`src/rtl/scl_tg_pkg.sv`:
```
package scl_tg_pkg;
  typedef enum logic [1:0] {
    OP_START = 2'd0,
    OP_BIT   = 2'd1,
    OP_STOP  = 2'd2,
    OP_RSVD  = 2'd3
  } tg_op_e;

  typedef enum logic [2:0] {
    ST_IDLE,
    ST_LEAD,
    ST_PARK,
    ST_LOW,
    ST_HIGH
  } tg_state_e;
endpackage

```
`src/rtl/scl_phase_ctr.sv`:
```
module scl_phase_ctr #(
  parameter int CW = 17
) (
  input  logic          clk,
  input  logic          rst_n,
  input  logic          adv,
  input  logic          clr,
  input  logic [CW-1:0] len,
  input  logic [CW-1:0] mark,
  output logic          at_mark,
  output logic          at_end,
  output logic          busy
);
  logic [CW-1:0] cnt;

  always_ff @(posedge clk or negedge rst_n) begin
    if (!rst_n)   cnt <= '0;
    else if (clr) cnt <= '0;
    else if (adv) cnt <= cnt + 1'b1;
  end

  assign at_mark = (cnt == mark);
  assign at_end  = (cnt == len - 1'b1);
  assign busy    = (cnt != '0);
endmodule

```
`src/rtl/scl_gap_timer.sv`:
```
module scl_gap_timer #(
  parameter int GW = 16
) (
  input  logic          clk,
  input  logic          rst_n,
  input  logic          load,
  input  logic [GW-1:0] val,
  output logic          expired
);
  logic [GW-1:0] remain;

  always_ff @(posedge clk or negedge rst_n) begin
    if (!rst_n)               remain <= '0;
    else if (load)            remain <= val;
    else if (remain != '0)    remain <= remain - 1'b1;
  end

  assign expired = (remain == '0);

  // Once counting, the remaining gap only shrinks until a new load.
  assert_gap_shrinks_R9: assert property (@(posedge clk) disable iff (!rst_n)
    !load |=> (remain <= $past(remain)));
endmodule

```
`src/rtl/scl_timing_gen.sv`:
```
module scl_timing_gen #(
  parameter int FIELD_W  = 16,
  parameter int LOW_PAD  = 2,
  parameter int HIGH_PAD = 7
) (
  input  logic                 clk,
  input  logic                 rst_n,
  input  logic [2*FIELD_W-1:0] hi_word,
  input  logic [2*FIELD_W-1:0] lo_word,
  input  logic [2*FIELD_W-1:0] gap_word,
  input  logic                 cmd_valid,
  output logic                 cmd_ready,
  input  logic [1:0]           cmd_op,
  input  logic                 scl_in,
  output logic                 scl_low,
  output logic                 launch_stb,
  output logic                 sample_stb,
  output logic                 start_stb,
  output logic                 stop_stb,
  output logic                 done_stb
);
  import scl_tg_pkg::*;

  localparam int CW = FIELD_W + 1;

  // Field split of the three timing words
  logic [FIELD_W-1:0] f_high, f_rx, f_low, f_tx, f_free, f_lead;
  assign f_high = hi_word[2*FIELD_W-1:FIELD_W];
  assign f_rx   = hi_word[FIELD_W-1:0];
  assign f_low  = lo_word[2*FIELD_W-1:FIELD_W];
  assign f_tx   = lo_word[FIELD_W-1:0];
  assign f_free = gap_word[2*FIELD_W-1:FIELD_W];
  assign f_lead = gap_word[FIELD_W-1:0];

  tg_state_e st;
  tg_op_e    op_q;
  logic      fire, gap_ok, hi_active;
  logic      ph_adv, ph_clr, ph_mark, ph_end, ph_busy;
  logic [CW-1:0] ph_len, ph_mark_v;
  logic      op_is_bit;

  assign cmd_ready = (st == ST_PARK) || ((st == ST_IDLE) && gap_ok);
  assign fire      = cmd_valid && cmd_ready;
  assign op_is_bit = (op_q == OP_BIT) || (op_q == OP_RSVD);

  // Phase length and strobe point for the phase in progress
  always_comb begin
    unique case (st)
      ST_HIGH: begin
        ph_len    = {1'b0, f_high} + CW'(HIGH_PAD);
        ph_mark_v = {1'b0, f_rx};
      end
      ST_LEAD: begin
        ph_len    = {1'b0, f_lead} + CW'(1);
        ph_mark_v = '0;
      end
      default: begin
        ph_len    = {1'b0, f_low} + CW'(LOW_PAD);
        ph_mark_v = {1'b0, f_tx};
      end
    endcase
  end

  // High phase counts only once SCL is seen high
  assign hi_active = (st == ST_HIGH) && (scl_in || ph_busy);
  assign ph_adv = ((st == ST_PARK) && fire) || (st == ST_LOW) ||
                  hi_active || (st == ST_LEAD);
  assign ph_clr = ph_end && ((st == ST_LOW) || hi_active || (st == ST_LEAD));

  scl_phase_ctr #(.CW(CW)) u_phase (
    .clk     (clk),
    .rst_n   (rst_n),
    .adv     (ph_adv),
    .clr     (ph_clr),
    .len     (ph_len),
    .mark    (ph_mark_v),
    .at_mark (ph_mark),
    .at_end  (ph_end),
    .busy    (ph_busy)
  );

  scl_gap_timer #(.GW(FIELD_W)) u_gap (
    .clk     (clk),
    .rst_n   (rst_n),
    .load    (stop_stb),
    .val     (f_free),
    .expired (gap_ok)
  );

  always_ff @(posedge clk or negedge rst_n) begin
    if (!rst_n) begin
      st   <= ST_IDLE;
      op_q <= OP_BIT;
    end else begin
      unique case (st)
        ST_IDLE: if (fire && tg_op_e'(cmd_op) == OP_START) st <= ST_LEAD;
        ST_LEAD: if (ph_end) st <= ST_PARK;
        ST_PARK: if (fire) begin
          st   <= ST_LOW;
          op_q <= tg_op_e'(cmd_op);
        end
        ST_LOW:  if (ph_end) st <= ST_HIGH;
        ST_HIGH: if (hi_active && ph_end) begin
          if (op_q == OP_START)     st <= ST_LEAD;
          else if (op_q == OP_STOP) st <= ST_IDLE;
          else                      st <= ST_PARK;
        end
        default: st <= ST_IDLE;
      endcase
    end
  end

  assign scl_low    = (st == ST_PARK) || (st == ST_LOW);
  assign launch_stb = ph_mark && (((st == ST_PARK) && fire) || (st == ST_LOW));
  assign sample_stb = hi_active && ph_mark && op_is_bit;
  assign done_stb   = hi_active && ph_end && op_is_bit;
  assign stop_stb   = hi_active && ph_end && (op_q == OP_STOP);
  assign start_stb  = (st == ST_LEAD) && ph_mark;

  // Checking aids: distance from the most recent STOP strobe
  logic          stop_seen;
  logic [CW-1:0] since_stop;
  logic [FIELD_W-1:0] free_at_stop;
  always_ff @(posedge clk or negedge rst_n) begin
    if (!rst_n) begin
      stop_seen    <= 1'b0;
      since_stop   <= '0;
      free_at_stop <= '0;
    end else if (stop_stb) begin
      stop_seen    <= 1'b1;
      since_stop   <= '0;
      free_at_stop <= f_free;
    end else if (since_stop != '1) begin
      since_stop <= since_stop + 1'b1;
    end
  end

  assert_sample_high_R4: assert property (@(posedge clk) disable iff (!rst_n)
    sample_stb |-> scl_in);
  assert_launch_low_R3: assert property (@(posedge clk) disable iff (!rst_n)
    launch_stb |-> scl_low);
  assert_start_released_R6: assert property (@(posedge clk) disable iff (!rst_n)
    start_stb |-> !scl_low);
  assert_stop_release_R8: assert property (@(posedge clk) disable iff (!rst_n)
    stop_stb |=> !scl_low);
  assert_bus_free_gap_R9: assert property (@(posedge clk) disable iff (!rst_n)
    (start_stb && stop_seen) |-> (since_stop > {1'b0, free_at_stop}));
endmodule

```
`config.mk`:
```
export PLATFORM = sky130hd
export DESIGN_NAME = scl_timing_gen
export DESIGN_NICKNAME = d
export VERILOG_FILES = /design/src/rtl/scl_tg_pkg.sv /design/src/rtl/scl_phase_ctr.sv /design/src/rtl/scl_gap_timer.sv /design/src/rtl/scl_timing_gen.sv
export SDC_FILE = /design/constraint.sdc
export NUM_CORES = 1
export LEC_CHECK = 0
export CORE_MARGIN = 3
export CORE_UTILIZATION = 46
export DETAILED_ROUTE_END_ITERATION = 7
export GPL_ROUTABILITY_DRIVEN = 0
export GPL_TIMING_DRIVEN = 0
export PLACE_DENSITY_LB_ADDON = 0.3
export SYNTH_ARGS = -nofsm -noshare
export SYNTH_HDL_FRONTEND = slang
export SYNTH_SLANG_ARGS = --single-unit
```
`constraint.sdc`:
```
create_clock -name clk -period 5.8 [get_ports clk]
set_input_delay 0.58 -clock clk [delete_from_list [all_inputs] [get_ports clk]]
set_output_delay 0.58 -clock clk [all_outputs]
set_load 0.02 [all_outputs]
```
==> results of run 1 <==
-- layout by cell type, fill, tap and decap left out, types with 3 or more instances in the layout --
master	instances
o221a_2	3
o211ai_1	6
clkbuf_8	6
ha_1	7
nor4b_1	3
o221ai_1	5
inv_1	21
a22oi_1	17
o21a_1	5
buf_2	8
o22ai_1	3
clkbuf_1	15
nor2_1	59
dfrtp_1	37
nand2b_1	3
nor4_1	24
buf_1	4
xor2_1	25
nor3b_1	3
o21ai_0	18
and3_1	3
clkdlybuf4s50_1	105
nand2_1	46
mux2_2	8
a31oi_1	4
mux2_4	9
a21oi_1	13
or4_1	5
o31a_1	5
nand4_1	22
nand3_1	19
xnor2_1	67
or3_1	11
nor2b_1	5
nor3_1	31
-- metal layers --
metal	vias to the layer above	routed length [um]
met4	0	245
met3	20	836
met2	146	6450
li1	2307	-
met1	2239	5456
met5	-	0
-- logic make-up after synthesis --
logic type,synth area share
DFF,0.2159
xor gates and xnor gates,0.1878
AOI/OAI and AO/OA,0.1682
adders and majority gates,0.01986
muxes,0.05333
and+or+nand+nor,0.3104
buffers and inverters,0.04454
-- how the worst max path moves through the flow --
stage / startpoint / end / slack [ps]
3_5_place_dp: hi_word[16] / stop_stb / -350
5_1_grt: hi_word[16] / stop_stb / 20
3_3_place_gp: hi_word[16] / stop_stb / -350
6_report: hi_word[16] / stop_stb / 380
4_1_cts: hi_word[16] / stop_stb / 150
2_1_floorplan: hi_word[16] / stop_stb / 1070
-- power groups by stage --
stage	Sequential, mW	Combinational (mW)	Clock [mW]
after global routing	0.324	0.426	0.216
after detailed placement	0.325	0.379	0
after floorplan	0.317	0.244	0
after global placement	0.324	0.370	0
final	0.320	0.385	0.198
after CTS	0.320	0.383	0.204
-- critical path: stages --
cell and delay, ps:
clkdlybuf4s50_1 550, inv_1 60, ha_1 270, nor3_1 40
o21ai_0 160, o211a_1 220, ha_1 220, inv_1 70
a211oi_2 210, nand4_1 170, or4_1 420, buf_2 190
or4_1 530, a31oi_1 210, a31oi_1 150, nor3_2 220
nand2_1 150, nor3b_2 200, clkbuf_2 200
-- what timing repair did --
action | in CTS | in global routing
cloned | 0 | 0
endpoints found under the setup margin | 2 | 2
pin swaps | 1 | 0
buffers inserted | 2 | 0
resized for setup | 4 | 8
-- cell type report --
cell class,instances,area [sq um]
buffer,27,117.6
multi-input combinational,477,3289
fill,848,3508
sequential,38,952.2
inverter,21,78.83
tap,129,161.4
clock inverter,2,12.51
clock buffer,6,82.58
timing repair buffer,110,1081
-- stage by stage --
stage                     TNS (ps)  power, mW  instances
after floorplan                  0     0.5613        563
after global placement      -559.3     0.6940        800
after detailed placement    -585.2     0.7044        800
after CTS                        0     0.9064        810
after global routing             0     0.9667        810
final                            0     0.9036        810
-- state kept, by name, indices dropped and copies added (netlist names) --
name          flops
u_gap.remain     16
u_phase.cnt      17
op_q              2
st                3
==> impl_metrics.csv, run 1 <==
group,metric,value,unit
clocking,h-tree-depth,2,
critical_path,r2r_setup_slack,980,ps
die,ios,109,
logic_synthesis,netlist_area,0.004410,sq mm
clocking,cts_tree,"yes",
sta,tightest_slew,1063,ps
logic_synthesis,ys_async_sr_fraction,1.000,
place,place_area,0.005648,sq mm
logic_synthesis,synth_top_cells_by_area,"dfrtp_1, xnor2_1, nor2_1",
sta,rsz0062_at_grt,"false",
logic_synthesis,synth_cell_types,67,
critical_path,worstReg2RegStart,"st[0]$_DFFE_PN0P_",
global_route,grt_pass1_vias,4683,
cells_and_area,layout.cell_area.non_filler,0.005776,sq mm
logic_synthesis,avgSynthCellArea,7.834,sq um
sta,finalMaxSlewViolations,0,
global_route,grt_max_degree,39,
hold_path,min_path_type,"input port to asynchronous set/reset pin",
clocking,postCtsHoldBufs,0,
outcome,status,"completed",
pwr,swShare,0.3580,
sta,fmax,184.5,MHz
place,pre_cts_ws,-348.2,ps
die,start_util,0.4751,
logic_synthesis,syn-num-nets,672,
logic_synthesis,synth-seq-cells,38,
clocking,max-clock-path-buffers,2,
pwr,ir_worst_vdd,0.0001271,V
critical_path,rr_worst_depth,17,
detailed_routing,drc,0,
clocking,cts_root_buf,"clkbuf_8",
pwr,leakage,2.061,nW
detailed_routing,viasPerCell,5.817,
sta,hold_viol,0,
pwr,p_int,0.5801,mW
logic_synthesis,syn_inst,563,
logic_synthesis,synth_edf_count,0,
sta,hold_ws,401.2,ps
critical_path,crit_path_start_kind,"input port",
global_route,grtUsageMet1,0.3046,
die,die_w,103.9,um
logic_synthesis,synth_top_area_share,0.2099,
global_route,grt_pass1_wl,21680,um
clocking,cts_sinks,38,
sta,slew_headroom,0.2862,
clocking,clk_latency,300,ps
detailed_routing,antenna_left,0,
detailed_routing,routedWlPerCell,16.03,um
detailed_routing,vias,4712,
sta,final.min_clock_period,5419,ps
cells_and_area,syn_to_final_growth,30.95,%
pwr,seqPwrFrac,0.354,
die,core,0.009284,sq mm
cells_and_area,finish.utilization,0.6221,
global_route,use_met2,0.4095,
cells_and_area,drive_gt1_frac,0.08811,
logic_synthesis,ys_top_cells_by_count,"xnor2_1, nor2_1, nand2_1, dfrtp_1, nor3_1",
global_route,gr-max-usage-layer,"met2",
critical_path,crit_path_end_kind,"primary output",
sta,setup_viol,0,
critical_path,crit_required,5220,ps
die,die_h,103.9,um
place,place_hpwl,10260,um
sta,setup_slack,381.3,ps
logic_synthesis,yosysWarnings,0,
job,drv_cap,0,
pwr,power_density,156.4,mW/mm^2
logic_synthesis,synthFlopType,"dfrtp_1",
critical_path,worstSetupPathType,"input port to primary output",
global_route,use_met3,0.03724,
global_route,grt_overflow,0,
sta,finalCritPeriodShare,0.9343,
die,fp-row-count,35,
detailed_routing,dr.pass1.iters,5,
critical_path,reg2reg_to,"u_gap.remain[1]$_DFFE_PN0P_",
clocking,cts_buffers,5,
logic_synthesis,ys_seq_area_frac,0.2159,
pwr,pwr-share-comb,0.426,
global_route,grt_usage,0.2376,
place,io_buffers,108,
clocking,clk_pin_slew,80,ps
critical_path,arrival,4840,ps
die,fp.dieArea,0.01080,sq mm
cells_and_area,layout.nets,789,
critical_path,path_max_fanout,8,
sta,fin_skew,5.030,ps
global_route,antenna_found_initial,0,
logic_synthesis,yosysMostFrequentCell,"xnor2_1",
pwr,power_switching,0.3235,mW
detailed_routing,drt_iter0_markers,332,
logic_synthesis,synth_top_cell_by_area,"dfrtp_1",
pwr,clkPwrFrac,0.219,
cells_and_area,diodes,0,
detailed_routing,finalWirelength,12990,um
No activity file was read; power rests on OpenSTA's default activity.
==> inputs of run 2 (changes only) <==
--- a/config.mk
+++ b/config.mk
@@ -5,6 +5,7 @@
 export SDC_FILE = /design/constraint.sdc
 export NUM_CORES = 1
 export LEC_CHECK = 0
+export CORE_ASPECT_RATIO = 1.1
 export CORE_MARGIN = 3
 export CORE_UTILIZATION = 46
 export DETAILED_ROUTE_END_ITERATION = 7
==> impl_metrics.csv, run 2 (synthesis results as in run 1) <==
group,metric,value,unit
sta,fmax,179.8,MHz
cells_and_area,finish.utilization,0.6339,
place,place_area,0.005629,sq mm
critical_path,critPathTopFamily,"simple AND/OR/NAND/NOR gates",
pwr,leakage,2.064,nW
cells_and_area,layout.cell_area.non_filler,0.005768,sq mm
place,dp_cells,785,
critical_path,crit_required,5220,ps
global_route,antenna_found_initial,0,
pwr,ir_worst_vdd,0.0001161,V
cells_and_area,syn_to_final_growth,30.78,%
place,place_hpwl,10420,um
cells_and_area,instances_no_fill,796,
detailed_routing,viasPerCell,5.899,
cells_and_area,multi_input_area,0.003293,sq mm
detailed_routing,finalWirelength,12870,um
detailed_routing,drt_iter0_markers,376,
die,core,0.009099,sq mm
clocking,cts_buffers,5,
global_route,use_met3,0.03071,
sta,tightest_slew,919.3,ps
global_route,gr-max-usage-layer,"met2",
cells_and_area,layout_commonest_cell,"clkdlybuf4s50_1",
clocking,h-tree-depth,2,
sta,hold_ws,389.3,ps
outcome,status,"completed",
die,start_util,0.4847,
critical_path,crit_path_start_kind,"input port",
pwr,power_density,156.2,mW/mm^2
cells_and_area,layout_common_cells,"clkdlybuf4s50_1, xnor2_1, nor2_1",
die,die_w,99.36,um
clocking,cts_root_buf,"clkbuf_8",
critical_path,crit_buf_inv,5,
clocking,max-clock-path-buffers,2,
clocking,clk_pin_slew,70,ps
sta,slew_headroom,0.3830,
sta,hold_viol,0,
detailed_routing,vias,4696,
cells_and_area,drive_gt1_frac,0.08944,
sta,final.min_clock_period,5562,ps
global_route,grt_overflow,0,
die,fp.dieArea,0.01080,sq mm
global_route,use_met2,0.4189,
clocking,postCtsHoldBufs,0,
cells_and_area,n_fill_cell,785,
critical_path,cp_cell_sequence,"clkdlybuf4s50_1 > inv_1 > ha_1 > nor3_1 > o21ai_0 > o211a_1 > ha_2 > inv_1 > a211oi_4 > nand4_1 > or4_1 > buf_2 > or4b_1 > a31oi_1 > a31oi_1 > nor3_2 > nand2_1 > nor3b_2 > clkbuf_2",
hold_path,min_path_type,"input port to asynchronous set/reset pin",
clocking,clk_latency,300,ps
sta,setup_slack,238.3,ps
global_route,grt_pass1_wl,20980,um
die,ios,109,
cells_and_area,regMostFlops,"u_phase.cnt",
critical_path,cpPeakStageDelay,550,ps
global_route,grt_usage,0.2383,
cells_and_area,seqCellArea,952.2,sq um
critical_path,path_max_fanout,8,
clocking,cts_tree,"yes",
pwr,power.total,0.9008,mW
detailed_routing,antenna_left,0,
sta,fin_skew,8.061,ps
cells_and_area,largest_reg_flops,17,
detailed_routing,dr.pass1.iters,5,
critical_path,crit_path_end_kind,"primary output",
detailed_routing,routedWlPerCell,16.17,um
critical_path,cp_slowest_cell,"clkdlybuf4s50_1",
sta,tns,0,ps
critical_path,worstSetupPathType,"input port to primary output",
place,pre_cts_ws,-373.3,ps
place,io_buffers,108,
detailed_routing,drc,0,
die,die_h,108.7,um
global_route,grt_pass1_vias,4520,
critical_path,arrival,4980,ps
sta,finalMaxSlewViolations,0,
cells_and_area,layout.nets,790,
sta,finalCritPeriodShare,0.9589,
global_route,grt_max_degree,39,
global_route,grtUsageMet1,0.3031,
cells_and_area,diodes,0,
job,drv_cap,0,
clocking,cts_sinks,38,
cells_and_area,largestRegisters,"u_phase.cnt (17), u_gap.remain (16), st (3)",
sta,setup_viol,0,
die,fp-row-count,36,
-- run 2: changes by cell type in the layout (fill, tap and decap cells not counted), sizes merged --
cell  before  now
buf       15   16
-- run 2: worst paths after layout --
path / startpoint / end / slack, ps / depth (start not counted)
worst max-delay path: hi_word[16] / stop_stb / 240 / 19
worst min-delay path: rst_n / u_phase.cnt[14]$_DFFE_PN0P_ / 390 / 1
worst max register to register: st[0]$_DFFE_PN0P_ / u_phase.cnt[11]$_DFFE_PN0P_ / 900 / 19
worst min register to register: op_q[1]$_DFFE_PN0P_ / st[0]$_DFFE_PN0P_ / 590 / 1
max in group asynchronous: rst_n / u_phase.cnt[5]$_DFFE_PN0P_ / 4870 / 1
min in group clk: op_q[1]$_DFFE_PN0P_ / st[0]$_DFFE_PN0P_ / 590 / 1
-- run 2: layer usage --
| metal | up-vias | share of wire |
|---|---|---|
| met4 | 0 | 0.022 |
| met2 | 179 | 0.48 |
| met3 | 23 | 0.058 |
| met5 | - | 0 |
| met1 | 2189 | 0.44 |
| li1 | 2305 | - |
-- run 2: worst reg2reg max path, delay by kind of cell (launching register included) --
family,cells,cell delay (ps)
compound gates,5,1040
fa+ha+maj,1,310
flops,1,440
buf+inv,6,1200
simple gates,7,1800
-- run 2: area by class of cell --
class,count,area share
well taps,114,0.02473
repair buffers,111,0.1887
clock buffers,6,0.01432
multi-input cells,477,0.5709
plain buffers,27,0.02039
flip-flops and latches,38,0.1651
clock inverters,2,0.002169
inverters,21,0.01367
-- run 2: timing repair --
action	in CTS	in global routing
gates resized for setup	3	10
gates cloned	0	0
pin swaps	1	2
setup endpoints to repair	2	2
buffers inserted	2	1
-- run 2: report_power, final --
part / switching (mW) / leakage (nW) / total (mW) / internal (mW)
Clock: 0.0992 / 0.0472 / 0.195 / 0.0956
Combinational: 0.191 / 1.56 / 0.384 / 0.193
Sequential: 0.0293 / 0.457 / 0.322 / 0.293
==> inputs of run 3 (changes only) <==
--- a/config.mk
+++ b/config.mk
@@ -5,6 +5,7 @@
 export SDC_FILE = /design/constraint.sdc
 export NUM_CORES = 1
 export LEC_CHECK = 0
+export ABC_AREA = 1
 export CORE_ASPECT_RATIO = 1.1
 export CORE_MARGIN = 3
 export CORE_UTILIZATION = 46
@@ -12,6 +13,7 @@
 export GPL_ROUTABILITY_DRIVEN = 0
 export GPL_TIMING_DRIVEN = 0
 export PLACE_DENSITY_LB_ADDON = 0.3
+export SLEW_MARGIN = 20
 export SYNTH_ARGS = -nofsm -noshare
 export SYNTH_HDL_FRONTEND = slang
 export SYNTH_SLANG_ARGS = --single-unit
==> impl_metrics.csv, run 3 <==
group,metric,value,unit
hold_path,min_path_type,"input port to asynchronous set/reset pin",
sta,final.min_clock_period,4990,ps
critical_path,crit_required,5220,ps
logic_synthesis,synth_cell_types,44,
cells_and_area,drive_gt1_frac,0.1050,
detailed_routing,finalWirelength,15670,um
global_route,grt_pass1_vias,5574,
die,core,0.01101,sq mm
cells_and_area,layout_commonest_cell,"nand2_1",
critical_path,path_max_fanout,10,
clocking,cts_tree,"yes",
pwr,p_int,1.142,mW
cells_and_area,largest_reg_flops,17,
clocking,clk_pin_slew,60,ps
sta,finalCritPeriodShare,0.8604,
cells_and_area,n_fill_cell,1075,
cells_and_area,layout.nets,1108,
place,place_area,0.006536,sq mm
logic_synthesis,yosysWarnings,0,
critical_path,cpPeakStageDelay,650,ps
pwr,ir_worst_vdd,0.0001871,V
sta,fmax,200.4,MHz
critical_path,cp_common_cell,"nor2_2",
logic_synthesis,synth_top_area_share,0.1774,
critical_path,cp_cell_sequence,"clkdlybuf4s50_1 > ha_1 > nand2_1 > nor2_2 > nand4_1 > nand3_1 > nand3_1 > nor2_2 > nand3_2 > nor3_2 > nor2_1 > nor2_1 > nand2_1 > nor2_2 > nand4_4 > inv_2 > clkdlybuf4s50_1",
cells_and_area,diodes,0,
cells_and_area,layout_common_cells,"nand2_1, inv_1, nand3_1",
logic_synthesis,yosysMostFrequentCell,"nand2_1",
clocking,postCtsHoldBufs,0,
logic_synthesis,ys_top_cells_by_count,"nand2_1, inv_1, nand3_1, nor2_1, dfrtp_1",
detailed_routing,routedWlPerCell,13.66,um
logic_synthesis,synth_top_cells_by_area,"nand2_1, dfrtp_1, nand3_1",
global_route,grt_pass1_wl,25750,um
critical_path,crit_path_start_kind,"input port",
critical_path,crit_buf_inv,3,
logic_synthesis,syn_inst,883,
cells_and_area,multi_input_area,0.003656,sq mm
detailed_routing,vias,6135,
clocking,cts_buffers,5,
logic_synthesis,synthFlopType,"dfrtp_1",
place,io_buffers,108,
logic_synthesis,synth_edf_count,0,
sta,rsz0062_at_grt,"false",
die,fp-row-count,40,
pwr,seqPwrFrac,0.170,
logic_synthesis,synth_top_cell_by_area,"nand2_1",
logic_synthesis,synth-seq-cells,38,
pwr,pwr-share-comb,0.694,
place,place_hpwl,12700,um
sta,tightest_slew,765.4,ps
pwr,swShare,0.5180,
critical_path,worstSetupPathType,"input port to primary output",
sta,fin_skew,9.614,ps
clocking,clk_latency,290,ps
sta,tns,0,ps
detailed_routing,drc,0,
critical_path,critPathTopFamily,"simple AND/OR/NAND/NOR gates",
cells_and_area,largestRegisters,"u_phase.cnt (17), u_gap.remain (16), st (3)",
global_route,grt_usage,0.2451,
detailed_routing,dr.pass1.iters,5,
sta,hold_viol,0,
sta,hold_ws,268.8,ps
sta,setup_viol,0,
clocking,cts_repair_resize_count,0,
detailed_routing,antenna_left,0,
clocking,cts_setup_buffers,0,
place,pre_cts_ws,867.6,ps
sta,finalMaxSlewViolations,0,
logic_synthesis,ys_async_sr_fraction,1.000,
clocking,cts_root_buf,"clkbuf_16",
die,start_util,0.4767,
pwr,clkPwrFrac,0.136,
cells_and_area,layout.cell_area.non_filler,0.006709,sq mm
outcome,status,"completed",
logic_synthesis,syn-num-nets,992,
critical_path,cp_slowest_cell,"clkdlybuf4s50_1",
critical_path,arrival,4410,ps
cells_and_area,seqCellArea,952.2,sq um
logic_synthesis,ys_seq_area_frac,0.1814,
pwr,power_switching,1.227,mW
cells_and_area,finish.utilization,0.6093,
logic_synthesis,avgSynthCellArea,5.944,sq um
die,die_h,118.0,um
pwr,leakage,3.319,nW
job,drv_cap,0,
die,fp.dieArea,0.01273,sq mm
logic_synthesis,netlist_area,0.005249,sq mm
cells_and_area,syn_to_final_growth,27.82,%
cells_and_area,regMostFlops,"u_phase.cnt",
pwr,power_density,353.1,mW/mm^2
global_route,antenna_found_initial,0,
die,ios,109,
sta,slew_headroom,0.4851,
critical_path,crit_path_end_kind,"primary output",
sta,setup_slack,809.7,ps
global_route,grt_overflow,0,
die,die_w,107.9,um
global_route,grt_max_degree,22,
clocking,h-tree-depth,2,
detailed_routing,viasPerCell,5.349,
clocking,cts_sinks,38,
detailed_routing,drt_iter0_markers,381,
clocking,max-clock-path-buffers,2,
## run 3: changes by cell type after synthesis, sizes merged, moves of 16 or more
| cell | delta |
|---|---|
| a22o | +16 |
| a22oi | -17 |
| inv | +119 |
| mux2 | -17 |
| nand2 | +211 |
| nand3 | +115 |
| nor2 | +51 |
| nor4 | -18 |
| xnor2 | -59 |
## run 3: cells by family (layout without fill, tap and decap cells)
family,Yosys count,count (layout),synth area share
compound gates,79,79,0.09988
flops,38,38,0.1814
simple gates,573,573,0.5282
buf+inv,155,272,0.1220
fa+ha+maj,7,7,0.01669
xor+xnor,31,31,0.05173
## run 3: cell type report
cell class | instances | area share
Multi-Input combinational cell | 690 | 0.5449
Timing Repair Buffer | 109 | 0.1645
Sequential cell | 38 | 0.1419
Inverter | 140 | 0.07833
Tap cell | 147 | 0.02742
Clock buffer | 7 | 0.02126
Buffer | 15 | 0.01716
Clock inverter | 1 | 0.004476
## run 3: power by group through the flow
stage	Clock, mW	Sequential (mW)	Combinational, mW
floorplan	0	0.384	1.24
global placement	0	0.403	1.60
detailed placement	0	0.406	1.62
CTS	0.324	0.402	1.64
global route	0.332	0.414	1.85
finish	0.322	0.404	1.64
## run 3: through the flow
step | total power, mW | instances
after floorplan | 1.626 | 883
after global placement | 2.000 | 1138
after detailed placement | 2.031 | 1139
after CTS | 2.365 | 1147
after global routing | 2.594 | 1147
final | 2.369 | 1147
## run 3: final timing paths
| check | slack (ps) | startpoint | end | cells after the start |
|---|---|---|---|---|
| min | 270 | rst_n | u_phase.cnt[1]$_DFFE_PN0P_ | 1 |
| min reg2reg | 560 | u_gap.remain[1]$_DFFE_PN0P_ | u_gap.remain[1]$_DFFE_PN0P_ | 2 |
| max in group asynchronous | 4980 | rst_n | op_q[0]$_DFFE_PN1P_ | 2 |
| max reg2reg | 2330 | st[2]$_DFFE_PN0P_ | u_phase.cnt[3]$_DFFE_PN0P_ | 23 |
| max | 810 | lo_word[17] | stop_stb | 17 |
| min in group clk | 560 | u_gap.remain[1]$_DFFE_PN0P_ | u_gap.remain[1]$_DFFE_PN0P_ | 2 |
## run 3: metal layers
layer,up-vias,track usage,part of all wire
met1,2758,0.3294,0.45
met4,0,0.1058,0.039
met3,38,0.02359,0.060
met5,-,0,0
li1,3122,-,-
met2,217,0.3974,0.45
